===== src/rtl/sys_timebase.sv =====
module sys_timebase #(
  parameter int CNT_W = 34,
  parameter int SEL_W = 16
) (
  input  logic             clk,
  input  logic             rst_n,
  input  logic             tick_i,
  input  logic             cpu_halt_i,
  input  logic             halt_mode_i,
  input  logic             clk_en_i,
  input  logic [SEL_W-1:0] bit_sel_i,
  output logic [CNT_W-3:0] time_fine_o,
  output logic [CNT_W-3:0] time_coarse_o,
  output logic             running_o,
  output logic             ovf_pulse_o,
  output logic             bit_evt_o
);
  localparam int SEL_LSB = 2;
  localparam int VIEW_W  = CNT_W - 2;

  logic [CNT_W-1:0] cnt;
  logic             freeze;
  logic             advance;
  logic [SEL_W-1:0] tapped;

  assign freeze  = halt_mode_i & cpu_halt_i;
  assign advance = tick_i & clk_en_i & ~freeze;
  assign tapped  = cnt[SEL_LSB +: SEL_W];

  always_ff @(posedge clk or negedge rst_n) begin
    if (!rst_n) begin
      cnt         <= '0;
      ovf_pulse_o <= 1'b0;
      bit_evt_o   <= 1'b0;
      running_o   <= 1'b0;
    end else begin
      if (advance) cnt <= cnt + CNT_W'(1);
      ovf_pulse_o <= advance & (&cnt);
      bit_evt_o   <= |(tapped & bit_sel_i);
      running_o   <= clk_en_i & ~freeze;
    end
  end

  assign time_fine_o   = cnt[VIEW_W-1:0];
  assign time_coarse_o = cnt[CNT_W-1:SEL_LSB];

  AST_STEP_ONE: assert property (@(posedge clk) disable iff (!rst_n)
    (tick_i && clk_en_i && !(halt_mode_i && cpu_halt_i))
      |=> time_fine_o == VIEW_W'($past(time_fine_o) + VIEW_W'(1)));

  AST_HOLD_NO_EN: assert property (@(posedge clk) disable iff (!rst_n)
    !clk_en_i |=> $stable(time_fine_o) && $stable(time_coarse_o));

  AST_HOLD_FROZEN: assert property (@(posedge clk) disable iff (!rst_n)
    (halt_mode_i && cpu_halt_i) |=> $stable(time_coarse_o) && $stable(time_fine_o));

  AST_OVF_SINGLE: assert property (@(posedge clk) disable iff (!rst_n)
    ovf_pulse_o |=> !ovf_pulse_o);

  AST_OVF_AT_ZERO: assert property (@(posedge clk) disable iff (!rst_n)
    ovf_pulse_o |-> (time_fine_o == '0 && time_coarse_o == '0));

  AST_RUN_OFF: assert property (@(posedge clk) disable iff (!rst_n)
    !clk_en_i |=> !running_o);

endmodule


===== config.mk =====
export PLATFORM = sky130hd
export DESIGN_NAME = sys_timebase
export DESIGN_NICKNAME = d
export VERILOG_FILES = /design/src/rtl/sys_timebase.sv
export SDC_FILE = /design/constraint.sdc
export NUM_CORES = 1
export LEC_CHECK = 0
export CAP_MARGIN = 15
export CORE_UTILIZATION = 45
export DETAILED_ROUTE_END_ITERATION = 10
export PLACE_DENSITY = 0.85
export SLEW_MARGIN = 20
export SYNTH_ARGS = -nofsm -noshare
export SYNTH_HDL_FRONTEND = slang
export SYNTH_SLANG_ARGS = --single-unit

===== constraint.sdc =====
create_clock -name clk -period 3.45 [get_ports clk]
set_input_delay 0.5175 -clock clk [delete_from_list [all_inputs] [get_ports clk]]
set_output_delay 0.5175 -clock clk [all_outputs]
set_load 0.05 [all_outputs]

---- Word-level counts from Yosys, hierarchy flattened ----
Index checks and enable logic that the tools add are counted.
Widths: inputs -> output; s select.
cells by class
  bitwise gates (word level) .............. 7
  reductions and logical operators ........ 2
  $add $sub $neg .......................... 1
operator list
  operator               count
  $add 34x1->34 const B  1
  $reduce_and 34->1      1
  $and 16x16->16         1
  $reduce_or 16->1       1
  $and 1x1->1            5
  $not 1->1              1
storage, ports and cells
  flip-flop bits (word level) ............. 37
  output and inout port bits .............. 67
  bits of input ports ..................... 22

---- Logic depth before layout (Yosys ltp) ----
  depth in word-level cells ............... 4
  depth in mapped cells ................... 5
  mapped depth without buffers ............ 4

---- Worst setup path before layout ----
No wires, ideal clock.
  path kind ............................... reg-to-reg
  start point ............................. reg cnt[3]
  end point ............................... reg cnt[32]
  stages on the path, launching flop included .. 6
  setup slack ............................. 1,599 ps
  period minus slack after synthesis ...... 1,851 ps
  path buffers ............................ 1
  required time ........................... 3,368 ps
  arrival time ............................ 1,770 ps
  cell sequence ........................... dfrtp_1 -> and4_4 -> nand4_4 -> buf_6 -> nor4_4 -> xor2_1
between the ends
  cells in the longest elaborated chain, start to end .. 1
ends and longest elaborated chain
  element                 line  source
  start, declared         21    logic [CNT_W-1:0] cnt;
  start signal, assigned  37    if (advance) cnt <= cnt + CNT_W'(1);
  $add 34x1->34           37
Every way passes these cells.
A chain may end at the register's enable or synchronous reset.

---- Worst setup path in the final report ----
  start point ............................. reg cnt[11]
  end point ............................... out time_fine_o[11]
RTL lines
  element        line  source
  end, declared  12    output logic [CNT_W-3:0] time_fine_o,
No word-level cell between the ends.

==> reports/results.ini <==
[setup_path]
end_kind = primary output
crit_required_ns = 2.93
cp.arrival_ns = 1.66
crit-reg2reg-capture = cnt[30]
path_cells = clkdlybuf4s50_1
critPathKind = reg -> out
critPathMaxFanout = 7
worst_setup_path_start_kind = register
crit_family = buffers and inverters
cp_slowest_cell = clkdlybuf4s50_1
r2r-start = cnt[9]
worst_r2r_path_depth = 4
max_stage_delay_ns = 0.87
r2r_slack_ns = 1.66
cp_num_buf_inv = 1

[route]
wl_per_cell_um = 15.2
wirelength_mm = 4.67
firstDrtPassIters = 4
drt_iter0_drc = 73
drc_errors = 0
viasPerCell = 5.36
via_count = 1647
final_antenna_net_count = 0

[power]
pwr-share-comb_pct = 32.9
cellPowerDensity_nw_per_um2 = 451
clockPowerShare_pct = 25.9
p_int_w = 0.000800
p_sw_share_pct = 37.4
seqPwrFrac_pct = 41.2
ir_drop_mv = 0.490
switching_power_w = 0.000479
leakagePower_nw = 1.31
p_total_w = 0.00128

[finish]
final_nets = 277
utilization_pct = 65.1
stdcell_count = 307
fin_area_um2 = 2840
drive_above_1_share_pct = 7.06
area_delta_synth_final_pct = 39.0
n_antenna_cell = 0

[synth]
synth_top_area_share_pct = 45.4
synth.area.top_cells = dfrtp_1, xor2_1, buf_4
ys_warn_count = 0
syn_inst = 192
yosys_most_used_dff = dfrtp_1
netlist_area_um2 = 2040
synth_fa_ha_area_share_pct = 0.613
synth_compound_area_share_pct = 3.99
synth_commonest_cells = dfrtp_1, buf_4, xor2_1
synth_area_per_cell_um2 = 10.6
synth-seq-cells = 37
synth_top_family_by_area = simple AND/OR/NAND/NOR gates
synth_nets = 215
async_reset_ff_share_pct = 100
synth.area.mux_share_pct = 0.552
synth.largest_area_cell = dfrtp_1
synth-xor-area-share_pct = 14.2
ys_types = 26
synth-simple-area-share_pct = 22.5
synth_edf_count = 0
yosysSeqAreaShare_pct = 45.4
synth.most_common_cell = dfrtp_1

[place]
port_buffers = 88
dpl.hpwl_mm = 3.29
dpl-instance-area_um2 = 2740
gp_congestion = 0.774
dp_cells = 299

[die]
start_util_pct = 46.9
die_x_um = 69.3
rows = 24
io_pins = 89
die_area_um2 = 4810
die-height_um = 69.3
core_area_um2 = 4350

[timing]
fin_skew_ns = 0.00760
final-setup-viol-count = 0
drv_slew = 0
slew_headroom_pct = 45.3
max_freq_mhz = 459
setup_tns_ns = 0
rsz0062_at_grt = false
hold_violations = 0
fin_crit_sh_pct = 63.2
worst_slew_pin_slew_ns = 0.820
finalCriticalPeriod_ns = 2.18

[global_route]
grt.overflow.total = 0
grt_max_degree = 38
antenna_found_initial = 0
grt_pass1_vias = 1572
grt_util_all_layers_pct = 20.5
grt_pass1_wl_mm = 7.86

[worst_hold_path]
hp-class = in -> async

[cts]
cts_made_buffers = 5
cts-resized-gates = 0
cts_tree = yes
cts_root_buf = clkbuf_8
clk_pin_slew_ns = 0.07
numClockSinks = 37
cts-hold-fix-buffers = 0
cts.htree.levels = 2
clock_path_buffers = 2
clock_latency_ns = 0.29
post_cts.repair.setup_buffers = 0

[run]
maxCapViolCount = 0

[run_status]
outcome = finished, final reports clean

[area by class of cell]
class / instances / area [um^2]
fill: 358 / 1520
sequential: 37 / 926
timing repair buffer: 88 / 876
multi-input combinational: 118 / 853
clock buffer: 7 / 96.3
tap: 52 / 65.1
inverter: 4 / 15.0
clock inverter: 1 / 5.00
[layer usage]
| metal | share of wire, % | global-route usage, % | wire, um |
|---|---|---|---|
| met1 | 44 | 26.7 | 2050 |
| met4 | 0.77 | 6.12 | 36 |
| met3 | 6.1 | 6.54 | 286 |
| met2 | 49 | 32.7 | 2300 |
| met5 | 0 | 0 | 0 |
[worst max-delay path by stage]
stage                        start                end  depth (start not counted)
final                      cnt[11]    time_fine_o[11]                          1
after detailed placement  clk_en_i            cnt[15]                          5
after CTS                  cnt[16]  time_coarse_o[14]                          1
after floorplan             cnt[3]            cnt[32]                          5
after global routing       cnt[16]  time_coarse_o[14]                          1
after global placement    clk_en_i            cnt[15]                          5
[power groups by stage]
stage / combinational, W / sequential, W / clock (W)
finish: 0.000421 / 0.000527 / 0.000331
global route: 0.000436 / 0.000536 / 0.000362
CTS: 0.000425 / 0.000527 / 0.000336
detailed placement: 0.000423 / 0.000534 / 0
global placement: 0.000417 / 0.000533 / 0
floorplan: 0.000175 / 0.000644 / 0
[layout by cell type, fill, tap and decap left out]
cell type and instances:
a21boi_2 1, a221oi_1 4, a22o_1 4, and2_1 3
and3_1 4, and4_1 2, and4_2 1, and4_4 1
buf_2 1, clkbuf_8 7, clkdlybuf4s50_1 87, clkinv_2 1
dfrtp_1 37, ha_1 1, inv_1 4, mux2_2 1
nand2_1 15, nand3_1 9, nand4_1 5, nand4_2 2
nand4_4 2, nor2_1 6, nor3_1 9, nor4_1 14
nor4_4 1, xnor2_1 7, xor2_1 26
[registers in the layout, indices dropped and copies added, names as in the netlist]
signal / flops
bit_evt_o: 1
ovf_pulse_o: 1
running_o: 1
cnt: 34
[stage by stage]
step	setup WS, ns	hold WS, ns
after CTS	1.26	0.340
final	1.27	0.321
after floorplan	1.60	0.222
after detailed placement	1.04	0.497
after global routing	1.20	0.365
after global placement	1.18	0.487
[cells by family after synthesis]
family / after synthesis
AO/OA/AOI/OAI: 9
XOR/XNOR: 33
adder cells (fa/ha/maj): 1
buffers and inverters: 37
flip-flops: 37
multiplexers: 1
AND/OR/NAND/NOR: 74
Note: power is estimated with default switching activity, not from simulation.
